===== src/rtl/cef_pkg.sv =====
package cef_pkg;
  localparam int ADDR_W = 8;
  localparam logic [ADDR_W-1:0] ADDR_WRITE = 8'h8E;
  localparam logic [ADDR_W-1:0] ADDR_READ  = 8'h8F;
  localparam logic [1:0] DIR_BANK_A = 2'b00;
  localparam logic [1:0] DIR_BANK_B = 2'b01;

  typedef enum logic [1:0] {
    PH_ADDR = 2'd0,
    PH_WR   = 2'd1,
    PH_RD   = 2'd2,
    PH_SKIP = 2'd3
  } phase_t;
endpackage


===== src/rtl/cef_edge.sv =====
module cef_edge #(
  parameter int W = 2
) (
  input  logic         clk,
  input  logic         rst,
  input  logic [W-1:0] lines,
  output logic [W-1:0] q,
  output logic [W-1:0] rise,
  output logic [W-1:0] fall
);
  for (genvar i = 0; i < W; i++) begin : g_line
    always_ff @(posedge clk) begin
      if (rst) q[i] <= 1'b0;
      else     q[i] <= lines[i];
    end
    assign rise[i] = lines[i] & ~q[i];
    assign fall[i] = ~lines[i] & q[i];
  end
endmodule


===== src/rtl/cef_rx.sv =====
module cef_rx
  import cef_pkg::*;
#(
  parameter int DISP_W  = 41,
  parameter int DIM_W   = 10,
  parameter int SLP_W   = 2,
  parameter int FRAME_W = 64
) (
  input  logic              clk,
  input  logic              rst,
  input  logic              ce,
  input  logic              sdi,
  input  logic              sclk_rise,
  input  logic              ce_rise,
  input  logic              ce_fall,
  output phase_t            phase,
  output logic              rd_open,
  output logic              rd_close,
  output logic [DISP_W-1:0] bank_a,
  output logic [DISP_W-1:0] bank_b,
  output logic [DIM_W-1:0]  dim_q,
  output logic [SLP_W-1:0]  slp_q
);
  localparam int CNT_W   = $clog2(FRAME_W + 2);
  localparam int DIM_LSB = DISP_W;
  localparam int SLP_LSB = DISP_W + DIM_W;
  localparam logic [CNT_W-1:0] CNT_FULL = CNT_W'(FRAME_W);
  localparam logic [CNT_W-1:0] CNT_MAX  = CNT_W'(FRAME_W + 1);

  logic [ADDR_W-1:0]  addr_sr;
  logic [FRAME_W-1:0] data_sr;
  logic [CNT_W-1:0]   cnt;
  logic [1:0]         dir;

  assign dir      = data_sr[FRAME_W-1 -: 2];
  assign rd_open  = ce_rise && (addr_sr == ADDR_READ);
  assign rd_close = ce_fall && (phase == PH_RD);

  always_ff @(posedge clk) begin
    if (rst) begin
      addr_sr <= '0;
      data_sr <= '0;
      cnt     <= '0;
      phase   <= PH_ADDR;
      bank_a  <= '0;
      bank_b  <= '0;
      dim_q   <= '0;
      slp_q   <= '0;
    end else begin
      if (!ce && sclk_rise) addr_sr <= {sdi, addr_sr[ADDR_W-1:1]};
      if (ce_rise) begin
        cnt     <= '0;
        addr_sr <= '0;
        case (addr_sr)
          ADDR_WRITE: phase <= PH_WR;
          ADDR_READ:  phase <= PH_RD;
          default:    phase <= PH_SKIP;
        endcase
      end else if (ce_fall) begin
        phase <= PH_ADDR;
        if (phase == PH_WR && cnt == CNT_FULL) begin
          case (dir)
            DIR_BANK_A: begin
              bank_a <= data_sr[DISP_W-1:0];
              dim_q  <= data_sr[DIM_LSB +: DIM_W];
              slp_q  <= data_sr[SLP_LSB +: SLP_W];
            end
            DIR_BANK_B: bank_b <= data_sr[DISP_W-1:0];
            default: ;
          endcase
        end
      end else if (ce && sclk_rise && phase == PH_WR) begin
        data_sr <= {sdi, data_sr[FRAME_W-1:1]};
        if (cnt != CNT_MAX) cnt <= cnt + 1'b1;
      end
    end
  end
endmodule


===== src/rtl/cef_tx.sv =====
module cef_tx #(
  parameter int KEY_W = 30
) (
  input  logic             clk,
  input  logic             rst,
  input  logic             rd_open,
  input  logic             rd_close,
  input  logic             sclk_rise,
  input  logic             sclk_fall,
  input  logic             key_req,
  input  logic [KEY_W-1:0] keys,
  input  logic             sleep_ack,
  output logic             active,
  output logic             tx_bit,
  output logic             done
);
  localparam int WORD_W = KEY_W + 1;
  localparam int RC_W   = $clog2(KEY_W + 3);
  localparam logic [RC_W-1:0] RC_FULL = RC_W'(WORD_W);
  localparam logic [RC_W-1:0] RC_MAX  = RC_W'(WORD_W + 1);

  logic [WORD_W-1:0] sr;
  logic [RC_W-1:0]   rcnt;
  logic              valid;

  assign tx_bit = sr[0];

  always_ff @(posedge clk) begin
    if (rst) begin
      sr     <= '0;
      rcnt   <= '0;
      valid  <= 1'b0;
      active <= 1'b0;
      done   <= 1'b0;
    end else begin
      done <= 1'b0;
      if (rd_open) begin
        active <= 1'b1;
        valid  <= key_req;
        sr     <= key_req ? {sleep_ack, keys} : '0;
        rcnt   <= '0;
      end else if (rd_close) begin
        active <= 1'b0;
        done   <= valid && (rcnt == RC_FULL);
      end else if (active) begin
        if (sclk_fall) sr <= {1'b0, sr[WORD_W-1:1]};
        if (sclk_rise && rcnt != RC_MAX) rcnt <= rcnt + 1'b1;
      end
    end
  end
endmodule


===== src/rtl/cef_serial_if.sv =====
module cef_serial_if
  import cef_pkg::*;
#(
  parameter int DISP_W  = 41,
  parameter int DIM_W   = 10,
  parameter int SLP_W   = 2,
  parameter int KEY_W   = 30,
  parameter int FRAME_W = 64
) (
  input  logic              clk,
  input  logic              rst,
  input  logic              sclk,
  input  logic              sdi,
  input  logic              ce,
  input  logic              key_req,
  input  logic [KEY_W-1:0]  key_bits,
  output logic              sdo,
  output logic [DISP_W-1:0] disp_a,
  output logic [DISP_W-1:0] disp_b,
  output logic [DIM_W-1:0]  dimmer,
  output logic [SLP_W-1:0]  sleep_code,
  output logic              read_done
);
  logic [1:0] ln_q, ln_rise, ln_fall;
  phase_t     phase;
  logic       rd_open, rd_close, rd_active, tx_bit;
  logic       ce_q_w, wr_phase_w;

  cef_edge #(.W(2)) u_edge (
    .clk(clk), .rst(rst), .lines({ce, sclk}),
    .q(ln_q), .rise(ln_rise), .fall(ln_fall)
  );

  assign ce_q_w     = ln_q[1];
  assign wr_phase_w = (phase == PH_WR);

  cef_rx #(.DISP_W(DISP_W), .DIM_W(DIM_W), .SLP_W(SLP_W), .FRAME_W(FRAME_W)) u_rx (
    .clk(clk), .rst(rst), .ce(ce), .sdi(sdi),
    .sclk_rise(ln_rise[0]), .ce_rise(ln_rise[1]), .ce_fall(ln_fall[1]),
    .phase(phase), .rd_open(rd_open), .rd_close(rd_close),
    .bank_a(disp_a), .bank_b(disp_b), .dim_q(dimmer), .slp_q(sleep_code)
  );

  cef_tx #(.KEY_W(KEY_W)) u_tx (
    .clk(clk), .rst(rst), .rd_open(rd_open), .rd_close(rd_close),
    .sclk_rise(ln_rise[0]), .sclk_fall(ln_fall[0]),
    .key_req(key_req), .keys(key_bits), .sleep_ack(|sleep_code),
    .active(rd_active), .tx_bit(tx_bit), .done(read_done)
  );

  always_ff @(posedge clk) begin
    if (rst)            sdo <= 1'b1;
    else if (!ce)       sdo <= ~key_req;
    else if (rd_active) sdo <= tx_bit;
    else                sdo <= 1'b1;
  end
endmodule


===== config.mk =====
export PLATFORM = sky130hd
export DESIGN_NAME = cef_serial_if
export DESIGN_NICKNAME = d
export VERILOG_FILES = /design/src/rtl/cef_pkg.sv /design/src/rtl/cef_edge.sv /design/src/rtl/cef_rx.sv /design/src/rtl/cef_tx.sv /design/src/rtl/cef_serial_if.sv
export SDC_FILE = /design/constraint.sdc
export NUM_CORES = 1
export LEC_CHECK = 0
export ABC_AREA = 1
export BUFFER_PORTS_ARGS = -buffer_cell sky130_fd_sc_hd__buf_2
export CAP_MARGIN = 20
export CORE_AREA = 2 2 167 235
export CTS_CLUSTER_DIAMETER = 40
export DETAILED_ROUTE_END_ITERATION = 12
export DIE_AREA = 0 0 169 237
export HOLD_SLACK_MARGIN = 0.15
export SLEW_MARGIN = 10
export SYNTH_ARGS = -nofsm -noshare
export SYNTH_HDL_FRONTEND = slang
export SYNTH_HIERARCHICAL = 1
export SYNTH_SLANG_ARGS = --single-unit

===== constraint.sdc =====
create_clock -name clk -period 2.15 [get_ports clk]
set_input_delay 0.645 -clock clk [delete_from_list [all_inputs] [get_ports clk]]
set_output_delay 0.645 -clock clk [all_outputs]
set_load 0.02 [all_outputs]

# Yosys cells after proc, flatten, opt, wreduce, memory -nomap -nowiden
# Cells that the tools add are included.
[op_classes]
n_reduce_logical = 24
addsub = 2
bitwise_logic = 12
n_eq_ne = 10
n_mux = 12
[ops]
columns = ["operator", "n"]
rows = [
  ["$mux 31", 5],
  ["$eq 8x8->1 const B", 2],
  ["$reduce_and 3->1", 4],
  ["$logic_and 1x1->1", 8],
  ["$not 1->1", 8],
  ["$reduce_and 4->1", 2],
  ["$reduce_bool 2->1", 4],
  ["$add 7x1->7 const B", 1],
  ["$eq 7x7->1 const B", 1],
  ["$ne 7x7->1 const B", 1],
  ["$add 6x1->6 const B", 1],
  ["$eq 6x5->1 const B", 1],
  ["$ne 6x6->1 const B", 1],
  ["$reduce_or 2->1", 3],
  ["$and 1x1->1", 4],
  ["$eq 2x1->1 const B", 2],
  ["$mux 1", 4],
  ["$mux 2", 2],
  ["$pmux 2 s2", 1],
  ["$reduce_or 3->1", 1],
  ["$eq 2x2->1 const B", 1],
  ["$logic_not 2->1", 1],
  ["$ne 2x2->1 const B", 1],
  ["$logic_not 1->1", 1],
]
[totals]
output_inout_bits = 96
register_bits = 218
word_cells = 76

# Longest topological paths before layout
[logic_depth]
word_depth = 6
mapped_depth = 11
depth_no_buf = 11

# Hierarchy
# Netlist, hierarchy kept.
[by_module_without_submodules]
columns = ["module", "cells_per_inst", "area_each_um2", "seq_area_each_um2", "n_inst"]
rows = [
  ["cef_rx", 1088, 7403.4, 3503.4, 1],
  ["cef_tx", 234, 1839.3, 800.8, 1],
  ["cef_edge", 12, 77.6, 40.0, 1],
  ["cef_serial_if", 8, 48.8, 20.0, 1],
]

# Least setup slack after synthesis
# Ideal clock, no wire load.
[synth_timing]
path_type = "input port to flip-flop"
from = "input ce"
to = "register u_tx.sr[0]"
path_buffers = 2
t_required_ps = 2080
stages = 8
setup_time_ps = 70
setup_slack_ps = 227
t_arrival_ps = 1853
path_cell_list = "inv_1 -> nor2_1 -> nand3_1 -> nor3_1 -> buf_6 -> buf_2 -> nand4_1 -> a21oi_1"
[synth_lines]
columns = ["item", "line", "rtl"]
rows = [
  ["start: declaration", "cef_serial_if.sv:14", "input logic ce,"],
  ["$and 1x1->1 *", "cef_edge.sv:16", "assign rise[i] = lines[i] & ~q[i];"],
  ["via ln_rise[1]", "cef_serial_if.sv:24", "logic [1:0] ln_q, ln_rise, ln_fall;"],
  ["$logic_and 1x1->1 *", "cef_rx.sv:36", "assign rd_open = ce_rise && (addr_sr == ADDR_READ);"],
  ["via rd_open", "cef_serial_if.sv:26", "logic rd_open, rd_close, rd_active, tx_bit;"],
  ["$ne 2x2->1 (no source line) / $reduce_bool 2->1 (equally long branches)", "-", ""],
  ["$reduce_and 3->1 (no source line)", "-", ""],
  ["end signal: assignment", "cef_tx.sv:40", "sr <= key_req ? {sleep_ack, keys} : '0;"],
  ["end signal: assignment", "cef_tx.sv:46", "if (sclk_fall) sr <= {1'b0, sr[WORD_W-1:1]};"],
  ["end: declaration", "cef_tx.sv:22", "logic [WORD_W-1:0] sr;"],
]
# The timed path passes the listed nets; every way through them passes the cells marked *.
# A chain may end at the register's enable or synchronous reset.

# Final worst setup path
[layout_timing]
from = "register u_rx.cnt[0]"
to = "register u_rx.bank_a[28]"
[layout_via]
elab_chain_len = 3
[layout_lines]
columns = ["item", "line", "rtl"]
rows = [
  ["start: declaration", "cef_rx.sv:32", "logic [CNT_W-1:0] cnt;"],
  ["start signal: assignment", "cef_rx.sv:74", "if (cnt != CNT_MAX) cnt <= cnt + 1'b1;"],
  ["$eq 7x7->1", "cef_rx.sv:61", "if (phase == PH_WR && cnt == CNT_FULL) begin"],
  ["$logic_and 1x1->1", "cef_rx.sv:61", ""],
  ["$reduce_and 4->1 (no source line)", "-", ""],
  ["end signal: assignment", "cef_rx.sv:64", "bank_a <= data_sr[DISP_W-1:0];"],
  ["end: declaration", "cef_rx.sv:19", "output logic [DISP_W-1:0] bank_a,"],
]
# Every way passes these cells.

==> impl_metrics.env <==
export IMPL_design_area_um2=11900
export IMPL_io_buffers=131
export IMPL_dieArea_um2=40100
export IMPL_fin_crit_ps=1870
export IMPL_clk_latency_ps=520
export IMPL_worstPathArrival_ps=2270
export IMPL_cts_tree="done"
export IMPL_worstSetupPathType="reg -> reg"
export IMPL_syn_area_per_cell_um2=6.98
export IMPL_syn_cell_area_um2=9370
export IMPL_synth_seq_area_share=0.466
export IMPL_layout_drive_gt1_share=0.167
export IMPL_min_path_cells=3
export IMPL_min_from="sclk"
export IMPL_cts_made_buffers=36
export IMPL_num_fill_cells=4047
export IMPL_yosysTopAreaCellShare=0.466
export IMPL_ios=132
export IMPL_holdBufCountCts=0
export IMPL_drtIter0Drc=523
export IMPL_startpoint_type="flip-flop"
export IMPL_final_antenna_net_count=0
export IMPL_r2r_end="u_rx/bank_a[28]"
export IMPL_path_max_fanout=71
export IMPL_die_h_um=237
export IMPL_synthTopCellsByArea="dfxtp_1 (47%), nand2_1 (10%), nand3_1 (9.3%)"
export IMPL_die_w_um=169
export IMPL_viasPerCell=4.35
export IMPL_place_area_um2=10700
export IMPL_rsz0062_at_grt="false"
export IMPL_ff2ff_setup_slack_ps=280
export IMPL_clock_sinks=218
export IMPL_yosysWarnings=6
export IMPL_stdcell_count=1961
export IMPL_routed_wl_um=24100
export IMPL_timing_hold_ws_ps=368
export IMPL_vias=8540
export IMPL_n_antenna_cell=0
export IMPL_gp_congestion=0.779
export IMPL_synthCells=1342
export IMPL_drt_pass1_iter_count=5
export IMPL_clk_pin_slew_ps=60
export IMPL_hold_viol=0
export IMPL_yosysTopAreaCell="dfxtp_1"
export IMPL_end_kind="flip-flop"
export IMPL_overflow=0
export IMPL_rows=85
export IMPL_max_cap_viol_count=0
export IMPL_syn_to_final_growth_pct=27.5
export IMPL_drv_slew=0
export IMPL_hold_end="u_edge/q[0]"
export IMPL_postCtsSetupRepairBufs=0
export IMPL_clockRootBuffer="clkbuf_16"
export IMPL_fmax_mhz=533
export IMPL_finalCritPeriodShare=0.872
export IMPL_antenna_found_initial=0
export IMPL_dp_hpwl_um=15900
export IMPL_wl_per_cell_um=12.3
export IMPL_ctsHtreeMaxLevel=2
export IMPL_grt_use_total=0.118
export IMPL_synth_seq_cells=218
export IMPL_start_util=0.246
export IMPL_core_um2=38100
export IMPL_hp_class="in -> reg"
export IMPL_multiInputGateArea_um2=3880
export IMPL_clockBufferDepth=3
export IMPL_first_global_vias=7822
export IMPL_r2r_cells=8
export IMPL_synth_fp_nets=1383
export IMPL_placedCellCount=1896
export IMPL_route_detailed_drc=0
export IMPL_peakVddDrop_v=0.000547
export IMPL_grt_start_max_net_pins=72
export IMPL_post_cts_resize_count=0
export IMPL_nNetsFinal=1497
export IMPL_setup_viol=0
export IMPL_crit_reg2reg_launch="u_rx/cnt[0]"
export IMPL_p_leak_uw=0.00485
export IMPL_cp_required_ps=2540
export IMPL_regArea_um2=4360
export IMPL_p_total_uw=10200
export IMPL_relSlewSlack=0.686
export IMPL_outcome="complete, no violations"
export IMPL_skew_ps=37.7
export IMPL_grt_pass1_wl_um=39200
export IMPL_pwr_density_cell_nw_per_um2=856
export IMPL_tightest_slew_ps=470
export IMPL_synth_cell_types=32
layer usage:
layer  track usage  vias to the layer above  part of all wire
met4        0.0370                        0             0.018
li1              -                     4476                 -
met2         0.200                      199              0.48
met1         0.146                     3831              0.44
met5             0                        -                 0
met3        0.0291                       34             0.063
critical path, stage by stage (launching register included):
cell and delay (ps):
dfxtp_1 360, inv_1 120, ha_1 160, nand3_1 120, nor2_4 380, buf_12 300
nand3_1 120, nand2_1 80, nor2_1 40
worst max-delay path by stage:
stage,from,end,cells after the start
finish,u_rx/cnt[0],u_rx/bank_a[28],8
CTS,u_rx/cnt[0],u_rx/bank_a[20],8
global route,u_rx/cnt[0],u_rx/bank_a[6],9
detailed placement,ce,u_tx/sr[1],11
floorplan,ce,u_tx/sr[0],8
global placement,ce,u_tx/sr[23],11
Yosys cell counts, drive strengths merged:
cell and n:
a21oi 150, ha 5, o21ai 42, nand3 177, o21a 1, nor4 2
nand4 31, nor3 4, nand3b 1, xor2 4, dfxtp 218, clkbuf 40
buf 49, nand2 258, a211oi 1, nor3b 1, inv 192, or2 1
nor2 165
cells in the final DEF, fill, tap and decap left out, types with 4 or more instances in the layout:
| cell | instances |
|---|---|
| a21oi_1 | 150 |
| buf_12 | 18 |
| buf_2 | 131 |
| buf_4 | 16 |
| clkbuf_16 | 36 |
| clkbuf_8 | 5 |
| dfxtp_1 | 218 |
| ha_1 | 5 |
| inv_1 | 185 |
| inv_2 | 7 |
| inv_6 | 5 |
| nand2_1 | 255 |
| nand3_1 | 174 |
| nand4_1 | 31 |
| nor2_1 | 162 |
| o21ai_0 | 22 |
| o21ai_1 | 20 |
| xor2_1 | 4 |
where the power goes:
part | internal, uW | leakage [uW] | total (uW) | switching (uW)
registers | 4050 | 0.00176 | 4060 | 8.06
clock network | 3700 | 0.000607 | 5850 | 2150
logic | 100 | 0.00249 | 314 | 214
through the flow:
stage	setup slack [ps]	utilization	TNS (ps)
4_1_cts	266	0.314	0
5_1_grt	127	0.314	0
3_5_place_dp	-32.4	0.281	-369
6_report	275	0.314	0
3_3_place_gp	-1.78	0.281	-1.78
2_1_floorplan	227	-	0
cell families (layout without fill, tap and decap cells):
group / Yosys count / after routing / share of synthesized area
xor+xnor: 4 / 4 / 0.00374
simple gates: 640 / 640 / 0.297
flops: 218 / 218 / 0.466
compound gates: 194 / 194 / 0.104
buf+inv: 281 / 422 / 0.123
fa+ha+maj: 5 / 5 / 0.00668
sequential cells by signal, indices dropped and copies added (netlist names), 2 cells and up:
name,cells
u_edge/q,2
u_rx/addr_sr,8
u_rx/bank_a,41
u_rx/bank_b,41
u_rx/cnt,7
u_rx/data_sr,64
u_rx/dim_q,10
u_rx/phase,2
u_rx/slp_q,2
u_tx/rcnt,6
u_tx/sr,31
area by class of cell:
type,instances,share of cell area
multi-input cells,843,0.325
well taps,478,0.0501
clock buffers,44,0.0821
repair buffers,165,0.0951
inverters,192,0.0603
flip-flops and latches,218,0.365
clock inverters,21,0.0224
(Power assumes the default switching activity.)
